File: src/rtl/bsp_seq_pkg.sv
package bsp_seq_pkg;

  typedef enum logic [1:0] {
    PH_COMPUTE  = 2'd0,
    PH_SYNC     = 2'd1,
    PH_EXCHANGE = 2'd2
  } phase_e;

  // strobes from control to datapath
  typedef struct packed {
    logic recordArr;
    logic clearArr;
    logic recordDone;
    logic clearDone;
    logic bumpStep;
  } seqStrobe_t;

endpackage

File: src/rtl/bsp_seq_datapath.sv
module bsp_seq_datapath
  import bsp_seq_pkg::*;
#(
  parameter int N      = 8,
  parameter int STEP_W = 16
) (
  input  logic              clk,
  input  logic              rstN,
  input  logic [N-1:0]      syncReq,
  input  logic [N-1:0]      xchgDone,
  input  seqStrobe_t        strobe,
  output logic              anyReq,
  output logic              allArrived,
  output logic              allDone,
  output logic [STEP_W-1:0] stepCount,
  output logic              protoErr
);

  logic [N-1:0] arrV;
  logic [N-1:0] doneV;
  logic [N-1:0] dupHit;

  // one arrival slot and one done slot per element
  for (genvar gi = 0; gi < N; gi++) begin : g_elem
    always_ff @(posedge clk) begin
      if (!rstN) begin
        arrV[gi] <= 1'b0;
      end else if (strobe.clearArr) begin
        arrV[gi] <= 1'b0;
      end else if (strobe.recordArr && syncReq[gi]) begin
        arrV[gi] <= 1'b1;
      end
    end

    always_ff @(posedge clk) begin
      if (!rstN) begin
        doneV[gi] <= 1'b0;
      end else if (strobe.clearDone) begin
        doneV[gi] <= 1'b0;
      end else if (strobe.recordDone && xchgDone[gi]) begin
        doneV[gi] <= 1'b1;
      end
    end

    assign dupHit[gi] = strobe.recordArr & syncReq[gi] & arrV[gi];
  end

  assign anyReq     = |syncReq;
  assign allArrived = &arrV;
  assign allDone    = &doneV;

  always_ff @(posedge clk) begin
    if (!rstN) begin
      stepCount <= '0;
    end else if (strobe.bumpStep) begin
      stepCount <= stepCount + 1'b1;
    end
  end

  always_ff @(posedge clk) begin
    if (!rstN) begin
      protoErr <= 1'b0;
    end else if (|dupHit) begin
      protoErr <= 1'b1;
    end
  end

endmodule

File: src/rtl/bsp_seq_ctrl.sv
module bsp_seq_ctrl
  import bsp_seq_pkg::*;
(
  input  logic       clk,
  input  logic       rstN,
  input  logic       anyReq,
  input  logic       allArrived,
  input  logic       allDone,
  output seqStrobe_t strobe,
  output phase_e     phase,
  output logic       startCompute
);

  phase_e state;
  phase_e nextState;

  always_comb begin
    strobe    = '0;
    nextState = state;
    unique case (state)
      PH_COMPUTE: begin
        strobe.recordArr = 1'b1;
        if (anyReq) nextState = PH_SYNC;
      end
      PH_SYNC: begin
        strobe.recordArr = 1'b1;
        if (allArrived) begin
          strobe.clearArr = 1'b1;
          nextState       = PH_EXCHANGE;
        end
      end
      PH_EXCHANGE: begin
        strobe.recordDone = 1'b1;
        if (allDone) begin
          strobe.clearDone = 1'b1;
          strobe.bumpStep  = 1'b1;
          nextState        = PH_COMPUTE;
        end
      end
      default: nextState = PH_COMPUTE;
    endcase
  end

  always_ff @(posedge clk) begin
    if (!rstN) begin
      state        <= PH_COMPUTE;
      startCompute <= 1'b0;
    end else begin
      state        <= nextState;
      startCompute <= (state == PH_EXCHANGE) && allDone;
    end
  end

  assign phase = state;

endmodule

File: src/rtl/bsp_phase_seq.sv
module bsp_phase_seq
  import bsp_seq_pkg::*;
#(
  parameter int N      = 8,
  parameter int STEP_W = 16
) (
  input  logic              clk,
  input  logic              rstN,
  input  logic [N-1:0]      syncReq,
  input  logic [N-1:0]      xchgDone,
  output logic [1:0]        phase,
  output logic              startCompute,
  output logic [STEP_W-1:0] stepCount,
  output logic              protoErr
);

  seqStrobe_t strobe;
  phase_e     phaseInt;
  logic       anyReq;
  logic       allArrived;
  logic       allDone;

  bsp_seq_ctrl ctrlInst (
    .clk          (clk),
    .rstN         (rstN),
    .anyReq       (anyReq),
    .allArrived   (allArrived),
    .allDone      (allDone),
    .strobe       (strobe),
    .phase        (phaseInt),
    .startCompute (startCompute)
  );

  bsp_seq_datapath #(.N(N), .STEP_W(STEP_W)) dpInst (
    .clk        (clk),
    .rstN       (rstN),
    .syncReq    (syncReq),
    .xchgDone   (xchgDone),
    .strobe     (strobe),
    .anyReq     (anyReq),
    .allArrived (allArrived),
    .allDone    (allDone),
    .stepCount  (stepCount),
    .protoErr   (protoErr)
  );

  assign phase = phaseInt;

endmodule

File: config.mk
export PLATFORM = sky130hd
export DESIGN_NAME = bsp_phase_seq
export DESIGN_NICKNAME = d
export VERILOG_FILES = /design/src/rtl/bsp_seq_pkg.sv /design/src/rtl/bsp_seq_datapath.sv /design/src/rtl/bsp_seq_ctrl.sv /design/src/rtl/bsp_phase_seq.sv
export SDC_FILE = /design/constraint.sdc
export NUM_CORES = 1
export LEC_CHECK = 0
export ABC_CLOCK_PERIOD_IN_PS = 2200
export BUFFER_PORTS_ARGS = -buffer_cell sky130_fd_sc_hd__buf_2
export CAP_MARGIN = 40
export CORE_MARGIN = 10
export CORE_UTILIZATION = 50
export DETAILED_ROUTE_END_ITERATION = 8
export PLACE_DENSITY = 0.74
export SYNTH_ARGS = -nofsm -noshare
export SYNTH_HDL_FRONTEND = slang
export SYNTH_SLANG_ARGS = --single-unit
File: constraint.sdc
create_clock -name clk -period 2.2 [get_ports clk]
set_clock_uncertainty 0.2 [all_clocks]
set_input_delay 0.22 -clock clk [delete_from_list [all_inputs] [get_ports clk]]
set_output_delay 0.22 -clock clk [all_outputs]
set_load 0.01 [all_outputs]
# Yosys cells after proc, flatten, opt, wreduce, memory -nomap -nowiden
# Index checks and enable logic that the tools add are counted.
# Widths: inputs -> output; s select.
dict set report totals {
  ff_bits 36
  inputBits 18
  out_inout_bits 20
  elab_cells 78
}
dict set report op_classes {
  addsub 1
  eq_ne 5
  muxes 9
  bitwise_logic 17
  n_reduce_logical 26
}
# cell count
set ops {}
lappend ops {{$logic_and 1x1->1} 17}
lappend ops {{$add 16x1->16 const B} 1}
lappend ops {{$and 1x1->1} 16}
lappend ops {{$reduce_and 8->1} 2}
lappend ops {{$reduce_or 8->1} 2}
lappend ops {{$mux 2} 4}
lappend ops {{$pmux 2 s3} 1}
lappend ops {{$reduce_or 2->1} 3}
lappend ops {{$ne 2x2->1 const B} 2}
lappend ops {{$mux 1} 3}
lappend ops {{$mux 3} 1}
lappend ops {{$reduce_and 3->1} 1}
lappend ops {{$eq 2x1->1 const B} 1}
lappend ops {{$eq 2x2->1 const B} 1}
lappend ops {{$logic_not 2->1} 1}
lappend ops {{$ne 2x1->1 const B} 1}
lappend ops {{$not 1->1} 1}

# Logic depth before layout (Yosys ltp)
# Gate-level depths: netlist (run 1).
dict set report logic_depth {
  depth_word 6
  depth_mapped 5
}

# By module
# Synthesis (run 1) repeated with hierarchy kept, for this count alone.
dict set report unflattened {
  hier_cells 173
  hier_area_um2 1564.0
}
# mod instances cells_each area_each_um2 seq_area_each_um2
set modules_own_cells {}
lappend modules_own_cells {bsp_seq_datapath 1 159 1425.1 660.6}
lappend modules_own_cells {bsp_seq_ctrl 1 14 138.9 60.1}

# Least setup slack after synthesis (run 1)
# Ideal clock, no wire load.
dict set report synth_path {
  kind {register -> register}
  from {register dpInst.stepCount[4]}
  to {register dpInst.stepCount[10]}
  setup_ns 0.070
  t_arrival_ns 1.646
  slack_ns 0.284
  path_stages_with_launch 6
  path_buffers 1
  path_cell_list {dfxtp_1 > nand4_2 > or4_1 > buf_2 > or3_1 > a21oi_1}
}
dict set report synth_between {
  elab_chain_len 1
}
# element line
set synth_lines {}
lappend synth_lines {{start, declared} bsp_seq_datapath.sv:15} ;# output logic [STEP_W-1:0] stepCount,
lappend synth_lines {{start signal, assigned} bsp_seq_datapath.sv:56} ;# stepCount <= stepCount + 1'b1;
lappend synth_lines {{$add 16x1->16} bsp_seq_datapath.sv:56}
# No other way between the ends.
# A chain may end at the register's enable or synchronous reset.

# Worst setup path in the final report (run 1)
dict set report layout_path {
  from {register dpInst.stepCount[3]}
  to {register dpInst.stepCount[10]}
}
# Same word-level chain as after synthesis.

==> results of run 1 <==
[flip-flops by register name, summed over array words and instances, names as in the netlist]
name and flops:
dpInst.stepCount 16, dpInst.arrV 8, dpInst.doneV 8, ctrlInst.phase 2
ctrlInst.startCompute 1, dpInst.protoErr 1
[layer usage]
layer / track usage (%) / part of all wire (%)
met5: 0 / 0
met4: 3.78 / 0.80
met3: 5.52 / 7.4
met2: 24.3 / 50
met1: 17.2 / 42
[worst paths after layout]
path / startpoint / endpoint / cells past startpoint
setup / recovery: dpInst.stepCount[3] / dpInst.stepCount[10] / 4
hold / removal: dpInst.stepCount[15] / dpInst.stepCount[15] / 2
setup reg to reg: dpInst.stepCount[3] / dpInst.stepCount[10] / 4
hold reg to reg: dpInst.stepCount[15] / dpInst.stepCount[15] / 2
[final cells by class]
type / count / area [sq um] / share of cell area [%]
tap: 31 / 38.8 / 2.00
clock buffer: 6 / 51.3 / 2.64
sequential: 36 / 721 / 37.1
clock inverter: 2 / 10.0 / 0.516
timing repair buffer: 57 / 378 / 19.5
inverter: 2 / 7.51 / 0.387
multi-input combinational: 129 / 734 / 37.8
[Yosys cell counts]
cell type	n	area share, %
a22oi_1	4	2.0
xor2_1	2	1.2
o21ai_0	6	2.0
nand4_2	1	0.83
dfxtp_1	36	48
nand2_1	12	3.0
ha_1	1	0.83
buf_6	1	0.75
nand2b_1	4	1.7
buf_2	2	0.67
a31o_2	1	0.58
nand4_1	13	5.4
nand3_1	5	1.7
a21oi_1	27	9.0
xnor2_1	1	0.58
clkbuf_1	4	1.0
and3_1	4	1.7
mux2i_1	4	2.7
nand3b_1	1	0.50
or3_1	5	2.1
inv_1	2	0.50
nor2_1	23	5.8
nor2b_1	1	0.42
nor4_1	3	1.3
or4_1	4	2.0
and4_1	4	2.3
o31ai_1	3	1.5
[logic make-up after synthesis]
family | count (synthesis)
flops | 36
simple gates | 80
mux | 4
fa+ha+maj | 1
buf+inv | 9
compound gates | 41
xor+xnor | 3
[metrics by stage]
stage               util, %  instance area, sq um  hold slack, ps
finish                 69.2                  1940             269
global route           69.2                  1940             314
CTS                    69.2                  1940             272
detailed placement     60.9                  1710             254
global placement       60.9                  1710             251
floorplan                 -                  1500             159
[power groups by stage]
stage / logic (uW) / registers, uW / clock network (uW)
after floorplan: 29.7 / 689 / 0
final: 82.9 / 676 / 360
after global placement: 56.3 / 690 / 0
after detailed placement: 58.4 / 691 / 0
after CTS: 81.4 / 676 / 368
after global routing: 91.6 / 678 / 405
[worst min-delay path, stage by stage, from the launching register on]
cell     delay, ps
dfxtp_1        320
nand2_1         50
mux2i_1         50
==> impl_metrics.toml, run 1 <==
[status]
status = "finished clean"

[synthesis]
ys_ff_latch = 36
synth_fa_ha_area_share_pct = 0.835
muxShareOfSynthArea_pct = 2.67
yosysSeqAreaShare_pct = 48.1
yosys_warnings = 0
syn_area_sq_um = 1500
avgSynthCellArea_sq_um = 8.61
syn_inst = 174
synth_xor_area_share_pct = 1.75
synth_top_family_by_area = "simple AND/OR/NAND/NOR gates"
synth_nets = 193
synth_compound_area_share_pct = 15.1
synth_cell_type_count = 27
synthSimpleGateAreaFrac_pct = 28.6

[route]
avgRoutedWirePerCell_um = 14.7
drtIter0Drc = 138
via_per_inst = 5.76
route.final.wire_length_mm = 3.87
first_pass_iters = 6
vias = 1516
route.detailed.drc = 0
ant_nets = 0

[timing]
min_period_ps = 2030
timing.final.ws_setup_ps = 171
hold_viol = 0
worst_pin_slew_ps = 465
fin_setup_tns_ps = 0
rsz0062_at_grt = "no"
max_freq_mhz = 493
slew_violations = 0
slew_headroom_pct = 69.0
setup_viol = 0
fin_crit_sh_pct = 92.2

[power]
pwr-share-seq_pct = 60.4
power.share.clock_pct = 32.2
cellPowerDensity_nw_per_um2 = 577
p_leak_uw = 0.000834
ir_worst_vdd_mv = 0.414
p_switching_uw = 257
switching_share_pct = 22.9
p_total_uw = 1120
power_frac_comb_pct = 7.4
p_int_uw = 863

[place]
dpl.cell_count = 238
dp_worst_setup_slack_ps = 206
gp_congestion = 0.826
port_buffers = 37
dp_hpwl_mm = 2.76

[layout]
syn2layout_area_growth_pct = 29.5
fin_nets = 250
num_antenna_cells = 0
fillCellCount = 241
mostFrequentLayoutCells = "37 x buf_2, 36 x dfxtp_1, 27 x a21oi_1"
final_common_cell = "buf_2"
drive_gt1_share_pct = 21.6
fin_cells = 263

[worst_setup_path]
required_ps = 2270
worst-setup-path-type = "flip-flop to flip-flop"
path_buf_inv = 0
critPathMaxFanout = 8
end_kind = "flip-flop"
path_delay_family = "simple AND/OR/NAND/NOR gates"
rrSetupSlack_ps = 170
cpPeakStageDelay_ps = 630
startpoint_type = "flip-flop"
cp.arrival_ps = 2100
crit_chain = "nand4_2 -> or4_1 -> or3_1 -> a21oi_1"
worst_path_max_delay_cell = "or4_1"

[global_route]
grt_pass1_vias = 1347
grt.total_usage_pct = 14.5
grt_pass1_wl_mm = 6.35
antenna_found_initial = 0
grt_max_degree = 16
grt_overflow = 0

[floorplanning]
die_area_sq_um = 5590
die_h_um = 74.8
row_count = 19
pin_count = 38
start_util_pct = 53.4
die_w_um = 74.8
core_area_sq_um = 2810

[clocking]
insertion_delay_ps = 330
clk_pin_slew_ps = 100
cts_hold_buf = 17
cts-root-buf = "clkbuf_4"
post_cts_resized = 0
cts_tree = "done"
h-tree-depth = 2
cts_made_buffers = 5
postCtsSetupBuffers = 0
cts.sinks = 36
clockBufferDepth = 2

[run]
maxCapViolations = 0

[hold_path]
hold_class = "flip-flop to flip-flop"
No activity file was read; power rests on OpenSTA's default activity.
==> inputs of run 2 (changes only) <==
--- a/config.mk
+++ b/config.mk
@@ -11,7 +11,7 @@
 export CORE_MARGIN = 10
 export CORE_UTILIZATION = 50
 export DETAILED_ROUTE_END_ITERATION = 8
-export PLACE_DENSITY = 0.74
+export PLACE_DENSITY = 0.77
 export SYNTH_ARGS = -nofsm -noshare
 export SYNTH_HDL_FRONTEND = slang
 export SYNTH_SLANG_ARGS = --single-unit
==> impl_metrics.toml, run 2 (synthesis gave the netlist of run 1 again) <==
[timing]
rsz0062_at_grt = "no"
fin_setup_tns_ps = 0
slew_headroom_pct = 69.6
slew_violations = 0
max_freq_mhz = 500
fin_crit_sh_pct = 90.9
worst_pin_slew_ps = 455
min_period_ps = 2000
timing.final.ws_setup_ps = 200
hold_viol = 0
setup_viol = 0

[layout]
final_common_cell = "buf_2"
largest_register_ffs = 16
drive_gt1_share_pct = 20.7
largestRegisters = "dpInst.stepCount x16, dpInst.arrV x8, dpInst.doneV x8"
fin_area_sq_um = 1940
top_register = "dpInst.stepCount"
fin_util_pct = 69.1
mostFrequentLayoutCells = "37 x buf_2, 36 x dfxtp_1, 27 x a21oi_1"
fin_cells = 263
fin_nets = 250
num_antenna_cells = 0
syn2layout_area_growth_pct = 29.3

[global_route]
grt.total_usage_pct = 14.7
grt_overflow = 0
grt_max_degree = 16
antenna_found_initial = 0
grt_pass1_vias = 1422
grt_pass1_wl_mm = 6.43

[floorplanning]
die_w_um = 74.8
pin_count = 38
row_count = 19
core_area_sq_um = 2810
start_util_pct = 53.4
die_area_sq_um = 5590
die_h_um = 74.8

[clocking]
h-tree-depth = 2
cts.sinks = 36
clockBufferDepth = 2
clk_pin_slew_ps = 100
insertion_delay_ps = 350
postCtsSetupBuffers = 0
cts-root-buf = "clkbuf_4"
cts_made_buffers = 5
cts_tree = "done"

[worst_setup_path]
worstReg2RegStart = "dpInst.stepCount[4]"
critPathMaxFanout = 8
rr_endpoint = "dpInst.stepCount[9]"
worst-setup-path-type = "flip-flop to flip-flop"
rrSetupSlack_ps = 200
startpoint = "dpInst.stepCount[4]"
end_kind = "flip-flop"
required_ps = 2280
startpoint_type = "flip-flop"
ff2ff_path_depth = 4
cp.arrival_ps = 2080

[route]
route.final.wire_length_mm = 3.86
drtIter0Drc = 109
vias = 1500
first_pass_iters = 4
ant_nets = 0
route.detailed.drc = 0
via_per_inst = 5.70
avgRoutedWirePerCell_um = 14.7

[hold_path]
hold_depth = 2
min_delay_worst_endpoint = "dpInst.stepCount[15]"
hold_class = "flip-flop to flip-flop"
min-delay-start = "dpInst.stepCount[15]"

[place]
place_area_sq_um = 1710
dp_hpwl_mm = 2.78
port_buffers = 37
gp_congestion = 0.815
dpl.cell_count = 238
dp_worst_setup_slack_ps = 210

[power]
cellPowerDensity_nw_per_um2 = 581
p_leak_uw = 0.000829
ir_worst_vdd_mv = 0.507

[run]
maxCapViolations = 0

[status]
status = "finished clean"
-- run 2: changes by cell type in the layout (fill, tap and decap cells not counted) --
cell | before | now
clkinv_2 | 2 | 0
clkbuf_1 | 0 | 2
-- run 2: per-layer routing --
metal  routed length, um  track usage, %
met5                   0               0
met2                1830            23.4
met1                1640            16.8
met3                 316            6.44
met4                  80            6.72
-- run 2: area by class of cell --
| class | instances | area [sq um] |
|---|---|---|
| inverter | 2 | 7.51 |
| fill | 230 | 867 |
| sequential | 36 | 721 |
| clock buffer | 8 | 58.8 |
| multi-input combinational | 129 | 734 |
| tap | 31 | 38.8 |
| timing repair buffer | 57 | 378 |
-- run 2: how the worst max path moves through the flow --
stage | slack (ps) | end | cells after the start
3_3_place_gp | 270 | dpInst.stepCount[8] | 4
5_1_grt | 30 | dpInst.stepCount[9] | 4
3_5_place_dp | 210 | dpInst.stepCount[9] | 4
2_1_floorplan | 280 | dpInst.stepCount[10] | 5
6_report | 200 | dpInst.stepCount[9] | 4
4_1_cts | 190 | dpInst.stepCount[10] | 4
-- run 2: worst max-delay path: stages (launching register included) --
cell	delay [ps]
dfxtp_1	430
nand4_2	160
or4_1	620
or3_1	390
a21oi_1	140
-- run 2: what timing repair did --
action,CTS,global route
hold endpoints to repair,17,0
hold buffers,17,0
resized for setup,0,0
-- run 2: report_power, final --
group          switching (uW)  leakage (uW)  internal, uW  total [uW]
Clock                     209     0.0000326           158         366
Combinational            37.7      0.000503          46.1        83.8
Sequential               11.5      0.000293           665         676
Total                     258      0.000829           868        1130
-- run 2: through the flow --
step | total power (uW) | hold slack, ps
final | 1130 | 283
after global routing | 1180 | 318
after CTS | 1130 | 288
after detailed placement | 749 | 260
after global placement | 746 | 251
after floorplan | 719 | 159
